## src/rtl/irqc_pkg.sv

```systemverilog
package irqc_pkg;
  localparam int SRC_CNT  = 64;
  localparam int IDX_W    = $clog2(SRC_CNT);
  localparam int CTL_W    = 8;
  localparam int LVL_W    = 3;
  localparam int VEC_W    = 8;
  localparam int WORD_W   = 32;
  localparam int VEC_BASE = 64;
  localparam int VEC_IDLE = 24;

  typedef enum logic [3:0] {
    RD_NONE, RD_PEND_HI, RD_PEND_LO, RD_MASK_HI, RD_MASK_LO,
    RD_FORCE_HI, RD_FORCE_LO, RD_CTL, RD_VEC
  } rdSel_e;

  typedef struct packed {
    logic              maskHiWr;
    logic              maskLoWr;
    logic              forceHiWr;
    logic              forceLoWr;
    logic              ctlWr;
    logic              maskSet;
    logic              maskClr;
    logic              cmdAll;
    logic [IDX_W-1:0]  ctlIdx;
    logic [IDX_W-1:0]  cmdIdx;
    logic [WORD_W-1:0] data;
  } strobe_t;
endpackage

```

## src/rtl/irqc_ctrl.sv

```systemverilog
module irqc_ctrl
  import irqc_pkg::*;
#(
  parameter int ADDR_W = 8
) (
  input  logic              wrEn,
  input  logic [ADDR_W-1:0] addr,
  input  logic [WORD_W-1:0] wrData,
  output strobe_t           strb,
  output rdSel_e            rdSel,
  output logic [IDX_W-1:0]  rdIdx
);
  localparam logic [ADDR_W-1:0] OFS_PEND_HI  = ADDR_W'(8'h00);
  localparam logic [ADDR_W-1:0] OFS_PEND_LO  = ADDR_W'(8'h04);
  localparam logic [ADDR_W-1:0] OFS_MASK_HI  = ADDR_W'(8'h08);
  localparam logic [ADDR_W-1:0] OFS_MASK_LO  = ADDR_W'(8'h0C);
  localparam logic [ADDR_W-1:0] OFS_FORCE_HI = ADDR_W'(8'h10);
  localparam logic [ADDR_W-1:0] OFS_FORCE_LO = ADDR_W'(8'h14);
  localparam logic [ADDR_W-1:0] OFS_SET_CMD  = ADDR_W'(8'h1C);
  localparam logic [ADDR_W-1:0] OFS_CLR_CMD  = ADDR_W'(8'h1D);
  localparam logic [ADDR_W-1:0] OFS_VEC      = ADDR_W'(8'hE0);
  localparam int               CTL_BASE     = 'h40;

  logic inCtlWindow;
  assign inCtlWindow = (int'(addr) >= CTL_BASE) && (int'(addr) < CTL_BASE + SRC_CNT);

  // write strobes
  always_comb begin
    strb           = '0;
    strb.data      = wrData;
    strb.cmdAll    = wrData[6];
    strb.cmdIdx    = wrData[IDX_W-1:0];
    strb.ctlIdx    = addr[IDX_W-1:0];
    if (wrEn) begin
      unique case (addr)
        OFS_MASK_HI:  strb.maskHiWr  = 1'b1;
        OFS_MASK_LO:  strb.maskLoWr  = 1'b1;
        OFS_FORCE_HI: strb.forceHiWr = 1'b1;
        OFS_FORCE_LO: strb.forceLoWr = 1'b1;
        OFS_SET_CMD:  strb.maskSet   = 1'b1;
        OFS_CLR_CMD:  strb.maskClr   = 1'b1;
        default:      strb.ctlWr     = inCtlWindow;
      endcase
    end
  end

  // read select
  always_comb begin
    rdIdx = addr[IDX_W-1:0];
    unique case (addr)
      OFS_PEND_HI:  rdSel = RD_PEND_HI;
      OFS_PEND_LO:  rdSel = RD_PEND_LO;
      OFS_MASK_HI:  rdSel = RD_MASK_HI;
      OFS_MASK_LO:  rdSel = RD_MASK_LO;
      OFS_FORCE_HI: rdSel = RD_FORCE_HI;
      OFS_FORCE_LO: rdSel = RD_FORCE_LO;
      OFS_VEC:      rdSel = RD_VEC;
      default:      rdSel = inCtlWindow ? RD_CTL : RD_NONE;
    endcase
  end
endmodule

```

## src/rtl/irqc_datapath.sv

```systemverilog
module irqc_datapath
  import irqc_pkg::*;
(
  input  logic                          clk,
  input  logic                          rstN,
  input  strobe_t                       strb,
  input  rdSel_e                        rdSel,
  input  logic [IDX_W-1:0]              rdIdx,
  input  logic [SRC_CNT-1:0]            srcLevel,
  input  logic [VEC_W-1:0]              curVector,
  output logic [SRC_CNT-1:0]            pendingQ,
  output logic [SRC_CNT-1:0]            forceQ,
  output logic [SRC_CNT-1:0]            maskQ,
  output logic [SRC_CNT-1:0][CTL_W-1:0] ctlQ,
  output logic [WORD_W-1:0]             rdData
);
  localparam int HALF = SRC_CNT / 2;

  always_ff @(posedge clk) begin
    if (!rstN) pendingQ <= '0;
    else       pendingQ <= srcLevel;
  end

  always_ff @(posedge clk) begin
    if (!rstN) begin
      forceQ <= '0;
    end else begin
      if (strb.forceHiWr) forceQ[SRC_CNT-1:HALF] <= strb.data[HALF-1:0];
      if (strb.forceLoWr) forceQ[HALF-1:0]       <= strb.data[HALF-1:0];
    end
  end

  always_ff @(posedge clk) begin
    if (!rstN) begin
      maskQ <= '1;
    end else if (strb.maskSet) begin
      if (strb.cmdAll) maskQ <= '1;
      else             maskQ[strb.cmdIdx] <= 1'b1;
    end else if (strb.maskClr) begin
      if (strb.cmdAll) maskQ <= '0;
      else             maskQ[strb.cmdIdx] <= 1'b0;
    end else begin
      if (strb.maskHiWr) maskQ[SRC_CNT-1:HALF] <= strb.data[HALF-1:0];
      if (strb.maskLoWr) maskQ[HALF-1:0]       <= strb.data[HALF-1:0];
    end
  end

  generate
    for (genvar g = 0; g < SRC_CNT; g++) begin : g_ctl
      always_ff @(posedge clk) begin
        if (!rstN)                                            ctlQ[g] <= '0;
        else if (strb.ctlWr && strb.ctlIdx == IDX_W'(g))      ctlQ[g] <= strb.data[CTL_W-1:0];
      end
    end
  endgenerate

  always_comb begin
    unique case (rdSel)
      RD_PEND_HI:  rdData = WORD_W'(pendingQ[SRC_CNT-1:HALF]);
      RD_PEND_LO:  rdData = WORD_W'(pendingQ[HALF-1:0]);
      RD_MASK_HI:  rdData = WORD_W'(maskQ[SRC_CNT-1:HALF]);
      RD_MASK_LO:  rdData = WORD_W'(maskQ[HALF-1:0]);
      RD_FORCE_HI: rdData = WORD_W'(forceQ[SRC_CNT-1:HALF]);
      RD_FORCE_LO: rdData = WORD_W'(forceQ[HALF-1:0]);
      RD_CTL:      rdData = WORD_W'(ctlQ[rdIdx]);
      RD_VEC:      rdData = WORD_W'(curVector);
      default:     rdData = '0;
    endcase
  end

  assert_pending_follow_R2: assert property (@(posedge clk) disable iff (!rstN)
    1'b1 |=> (pendingQ == $past(srcLevel)))
    else $error("pending does not follow inputs");
  assert_mask_all_R8: assert property (@(posedge clk) disable iff (!rstN)
    (strb.maskSet && strb.cmdAll) |=> (maskQ == '1))
    else $error("mask-all command ignored");
  assert_unmask_all_R9: assert property (@(posedge clk) disable iff (!rstN)
    (strb.maskClr && strb.cmdAll) |=> (maskQ == '0))
    else $error("unmask-all command ignored");
  assert_force_hold_R10: assert property (@(posedge clk) disable iff (!rstN)
    !(strb.forceHiWr || strb.forceLoWr) |=> $stable(forceQ))
    else $error("force register changed without a write");
endmodule

```

## src/rtl/irqc_arbiter.sv

```systemverilog
module irqc_arbiter
  import irqc_pkg::*;
(
  input  logic                          clk,
  input  logic                          rstN,
  input  logic [SRC_CNT-1:0]            pendingQ,
  input  logic [SRC_CNT-1:0]            forceQ,
  input  logic [SRC_CNT-1:0]            maskQ,
  input  logic [SRC_CNT-1:0][CTL_W-1:0] ctlQ,
  output logic [LVL_W-1:0]              irqLevel,
  output logic [VEC_W-1:0]              irqVector
);
  localparam int LVL_MAX = (1 << LVL_W) - 1;

  logic [SRC_CNT-1:0] activeVec;
  logic [CTL_W-1:0]   bestCtl;
  logic [IDX_W-1:0]   bestIdx;
  logic               anyActive;

  generate
    for (genvar g = 0; g < SRC_CNT; g++) begin : g_act
      assign activeVec[g] = (pendingQ[g] | forceQ[g]) & (|ctlQ[g]) & ~maskQ[g];
    end
  endgenerate

  // ascending scan with >= lets a later equal byte take over: ties go high
  always_comb begin
    bestCtl   = '0;
    bestIdx   = '0;
    anyActive = 1'b0;
    for (int i = 0; i < SRC_CNT; i++) begin
      if (activeVec[i] && ctlQ[i] >= bestCtl) begin
        bestCtl   = ctlQ[i];
        bestIdx   = IDX_W'(i);
        anyActive = 1'b1;
      end
    end
  end

  always_comb begin
    if (!anyActive) begin
      irqLevel  = '0;
      irqVector = VEC_W'(VEC_IDLE);
    end else begin
      irqLevel  = (int'(bestCtl) > LVL_MAX) ? LVL_W'(LVL_MAX) : bestCtl[LVL_W-1:0];
      irqVector = VEC_W'(VEC_BASE) + VEC_W'(bestIdx);
    end
  end

  assert_idle_output_R6: assert property (@(posedge clk) disable iff (!rstN)
    (activeVec == '0) |-> (irqVector == VEC_W'(VEC_IDLE) && irqLevel == '0))
    else $error("idle outputs wrong");
  assert_vector_range_R6: assert property (@(posedge clk) disable iff (!rstN)
    (activeVec != '0) |-> (irqVector >= VEC_W'(VEC_BASE)))
    else $error("vector below base with a candidate");
  assert_level_nonzero_R3: assert property (@(posedge clk) disable iff (!rstN)
    (activeVec != '0) |-> (irqLevel != '0))
    else $error("candidate with zero level");
  assert_winner_active_R4: assert property (@(posedge clk) disable iff (!rstN)
    (activeVec != '0) |-> activeVec[irqVector[IDX_W-1:0]])
    else $error("vector names a non-candidate line");
endmodule

```

## src/rtl/irq_prio_ctrl.sv

```systemverilog
module irq_prio_ctrl
  import irqc_pkg::*;
#(
  parameter int ADDR_W = 8
) (
  input  logic              clk,
  input  logic              rstN,
  input  logic              wrEn,
  input  logic [ADDR_W-1:0] addr,
  input  logic [31:0]       wrData,
  output logic [31:0]       rdData,
  input  logic [63:0]       srcLevel,
  output logic [2:0]        irqLevel,
  output logic [7:0]        irqVector
);
  strobe_t                       strb;
  rdSel_e                        rdSel;
  logic [IDX_W-1:0]              rdIdx;
  logic [SRC_CNT-1:0]            pendingQ;
  logic [SRC_CNT-1:0]            forceQ;
  logic [SRC_CNT-1:0]            maskQ;
  logic [SRC_CNT-1:0][CTL_W-1:0] ctlQ;

  irqc_ctrl #(.ADDR_W(ADDR_W)) uCtrl (
    .wrEn(wrEn), .addr(addr), .wrData(wrData),
    .strb(strb), .rdSel(rdSel), .rdIdx(rdIdx)
  );

  irqc_datapath uData (
    .clk(clk), .rstN(rstN), .strb(strb), .rdSel(rdSel), .rdIdx(rdIdx),
    .srcLevel(srcLevel), .curVector(irqVector),
    .pendingQ(pendingQ), .forceQ(forceQ), .maskQ(maskQ), .ctlQ(ctlQ),
    .rdData(rdData)
  );

  irqc_arbiter uArb (
    .clk(clk), .rstN(rstN), .pendingQ(pendingQ), .forceQ(forceQ),
    .maskQ(maskQ), .ctlQ(ctlQ), .irqLevel(irqLevel), .irqVector(irqVector)
  );
endmodule

```

## config.mk

```make
export PLATFORM = sky130hd
export DESIGN_NAME = irq_prio_ctrl
export DESIGN_NICKNAME = d
export VERILOG_FILES = /design/src/rtl/irqc_pkg.sv /design/src/rtl/irqc_ctrl.sv /design/src/rtl/irqc_datapath.sv /design/src/rtl/irqc_arbiter.sv /design/src/rtl/irq_prio_ctrl.sv
export SDC_FILE = /design/constraint.sdc
export NUM_CORES = 2
export LEC_CHECK = 0
export CAP_MARGIN = 5
export CORE_UTILIZATION = 51
export DETAILED_ROUTE_END_ITERATION = 16
export PLACE_DENSITY_LB_ADDON = 0.15
export SKIP_LAST_GASP = 1
export SLEW_MARGIN = 20
export SYNTH_ARGS = -nofsm -noshare
export SYNTH_HDL_FRONTEND = slang
export SYNTH_SLANG_ARGS = --single-unit
```

## constraint.sdc

```tcl
create_clock -name clk -period 194.5 [get_ports clk]
set_input_delay 29.175 -clock clk [delete_from_list [all_inputs] [get_ports clk]]
set_output_delay 29.175 -clock clk [all_outputs]
set_load 0.03 [all_outputs]
```

==> metrics.txt <==
critical path type=flip-flop to output port; layout cell share with drive strength beyond 1=9.16%; crit path DAT=143.99 ns; post-route setup TNS=0 ns; Syn Inst Count=7056; ys async rst share=0%; Cells after DPL=8355; pin count of the biggest net entering global routing=158; Antenna Violating Nets Remaining=0; Peak VDD IR=0.00000731 V; CTS buffer count=84; hpwl dp=200000 um; post-synth top area cell=dfxtp_1; slowest CP cell=or4b_2; Crit Path Max Fanout=27; root buf cell=clkbuf_16; Initial Util=51.7%; first-pass GRT wire length=376000 um; count of final hold-check violations=0; max incr delay on CP=0.81 ns; YS warnings=0; via count=57935; Main synth FF type=dfxtp_1; min-delay src=uData.forceQ[27]; row cnt=121; register area share after synthesis=24.9%; Area growth syn-to-layout=9.99%; DRT iter0 DRCs=7109; DR pass1 iterations=8; CTS clk-pin slew, worst paths=0.06 ns; post-synth top area share=24.9%; WL final=263000 um; RePlAce Congestion=1.12; clk_lat worst skew=0.71 ns; Nets=7516; number of synthesized flops with an enable pin=0; Mapped Area=56500 um^2; Core ar.=109000 um^2; post-DR wirelength/cell=30.9 um; non-filler cells, final=8517; most frequent cells in the layout=nand2_1, dfxtp_1, a21oi_1; antenna violations before repair=25; number of remaining DRC errors=0; Via density=6.80; Rel. slew slack=14.8%; clk sinks=704; R2R Setup Slk=193.02 ns; Startpoint Class=flip-flop; postcts setup bufs=0; P_leak=22.6 nW; Tmin final=173.16 ns; cts repair resizes=0; syn nets=7607; hold_buf cts=0; die area=112000 um^2; Slew Limit Fails=0; slew at the pin with the worst max-slew slack=1.27 ns; Synth Register Bits=704; final setup skew=0 ns; hold path cells=2; Power, Total=0.000338 W; height of the die=335 um; clock tree buffer depth=3; # IOs=150; filler instances=10200; Global Route Usage Sum=45.6%; PwrDens=5.44 nW/um^2; DIE WIDTH=335 um; vias in the first global route=53536; CTS tree=yes; worst reg2reg path startpoint=uData.maskQ[62]; R2R depth=4; Max-Cap Viols=0; commonest non-fill, non-tap cell in the layout=nand2_1; # port buffers=148; WHS Endpoint=uData.forceQ[27]; Tcrit/Tclk final=89.0%; Final Setup Violations=0; Worst R2R End=uData.maskQ[62]; fmax=5.77 MHz; CP endpoint kind=output port; worst endpoint required time=165.32 ns; top post-synthesis cells by area=dfxtp_1, ha_1, mux4_2; Distinct cells, synth=116; total gr overflow=0; syn avg cell area=8.01 um^2; RSZ-0062 raised after global routing=false; hold crit path type=flip-flop to flip-flop; H-tree depth=3; status=completed; most frequent CP cell=ha_1
layer usage:
metal  up-vias  routed length, um  GRT usage (%)
met1     27773              99600           56.3
li1      25732                  -              -
met5         -                135              0
met2      3491             112000           68.8
met4        22              22300           32.3
met3       917              29400           12.3
synth_stat cells, types with 25 or more instances:
library cell	number
o21ai_0	220
ha_1	444
a22oi_1	105
mux4_2	168
a21boi_0	433
nor2_1	361
inv_1	277
buf_1	47
mux2i_1	257
clkbuf_1	370
a21o_1	135
mux2_2	62
o21a_1	75
o21ai_1	25
and2_1	129
nor3_1	101
or2_2	29
and4_1	50
nand3_1	395
o211ai_1	31
o21bai_1	30
nand2_1	962
nor4_1	133
dfxtp_1	704
and3_1	49
nor2b_1	241
nand2b_1	112
a21oi_1	504
a31oi_1	45
a211oi_1	131
power by group:
part | switching (W) | internal [W] | total (W)
logic | 0.0000159 | 0.00000745 | 0.0000233
registers | 0.00000139 | 0.000145 | 0.000147
clock network | 0.0000711 | 0.0000972 | 0.000168
total | 0.0000884 | 0.000250 | 0.000338
cell families (layout without fill, tap and decap cells):
kind of cell,Yosys count,in the layout,share of synthesized area (%)
other,1,13,0.00663
adders and majority gates,457,457,10.1
DFF,704,704,24.9
muxes,490,490,12.6
buffers and inverters,706,679,4.73
and+or+nand+nor,2653,2653,22.9
AOI/OAI and AO/OA,2045,2045,24.9
critical path: cells and delay by family, from the launching register on:
kind | cells | cell delay, ns
AOI/OAI and AO/OA | 263 | 68.81
adders and majority gates | 67 | 18.62
buffers and inverters | 33 | 5.25
DFF | 1 | 0.35
muxes | 11 | 4.28
and+or+nand+nor | 197 | 45.50
final cells by class:
cell class / count / area [um^2] / share of cell area, %
multi-input combinational: 5646 / 40000 / 64.3
sequential: 704 / 14100 / 22.7
clock buffer: 110 / 2330 / 3.75
timing repair buffer: 250 / 2280 / 3.66
tap: 1476 / 1850 / 2.97
inverter: 279 / 1050 / 1.68
clock inverter: 40 / 563 / 0.905
antenna: 12 / 30.0 / 0.0483
metrics by stage:
| step | setup WS (ns) | area (um^2) | hold WS (ns) | utilization, % |
|---|---|---|---|---|
| 5_1_grt | 12.37 | 62200 | 0.506 | 56.8 |
| 3_5_place_dp | 25.97 | 59300 | 0.476 | 54.1 |
| 2_1_floorplan | 46.43 | 56500 | 0.456 | - |
| 6_report | 21.34 | 62200 | 0.484 | 56.8 |
| 4_1_cts | 24.71 | 62100 | 0.484 | 56.8 |
| 3_3_place_gp | 27.55 | 59200 | 0.468 | 54.1 |
sequential cells by signal, summed over array words and instances (netlist names):
| register | cells |
|---|---|
| uData.ctlQ | 512 |
| uData.forceQ | 64 |
| uData.maskQ | 64 |
| uData.pendingQ | 64 |
worst max-delay path by stage:
stage | from | end | depth (start not counted)
finish | uData.forceQ[0] | rdData[6] | 571
global route | uData.forceQ[0] | rdData[6] | 578
CTS | uData.forceQ[0] | rdData[6] | 568
detailed placement | uData.forceQ[0] | rdData[6] | 571
global placement | uData.forceQ[0] | rdData[3] | 574
floorplan | uData.forceQ[0] | rdData[4] | 609
(Power assumes the default switching activity.)
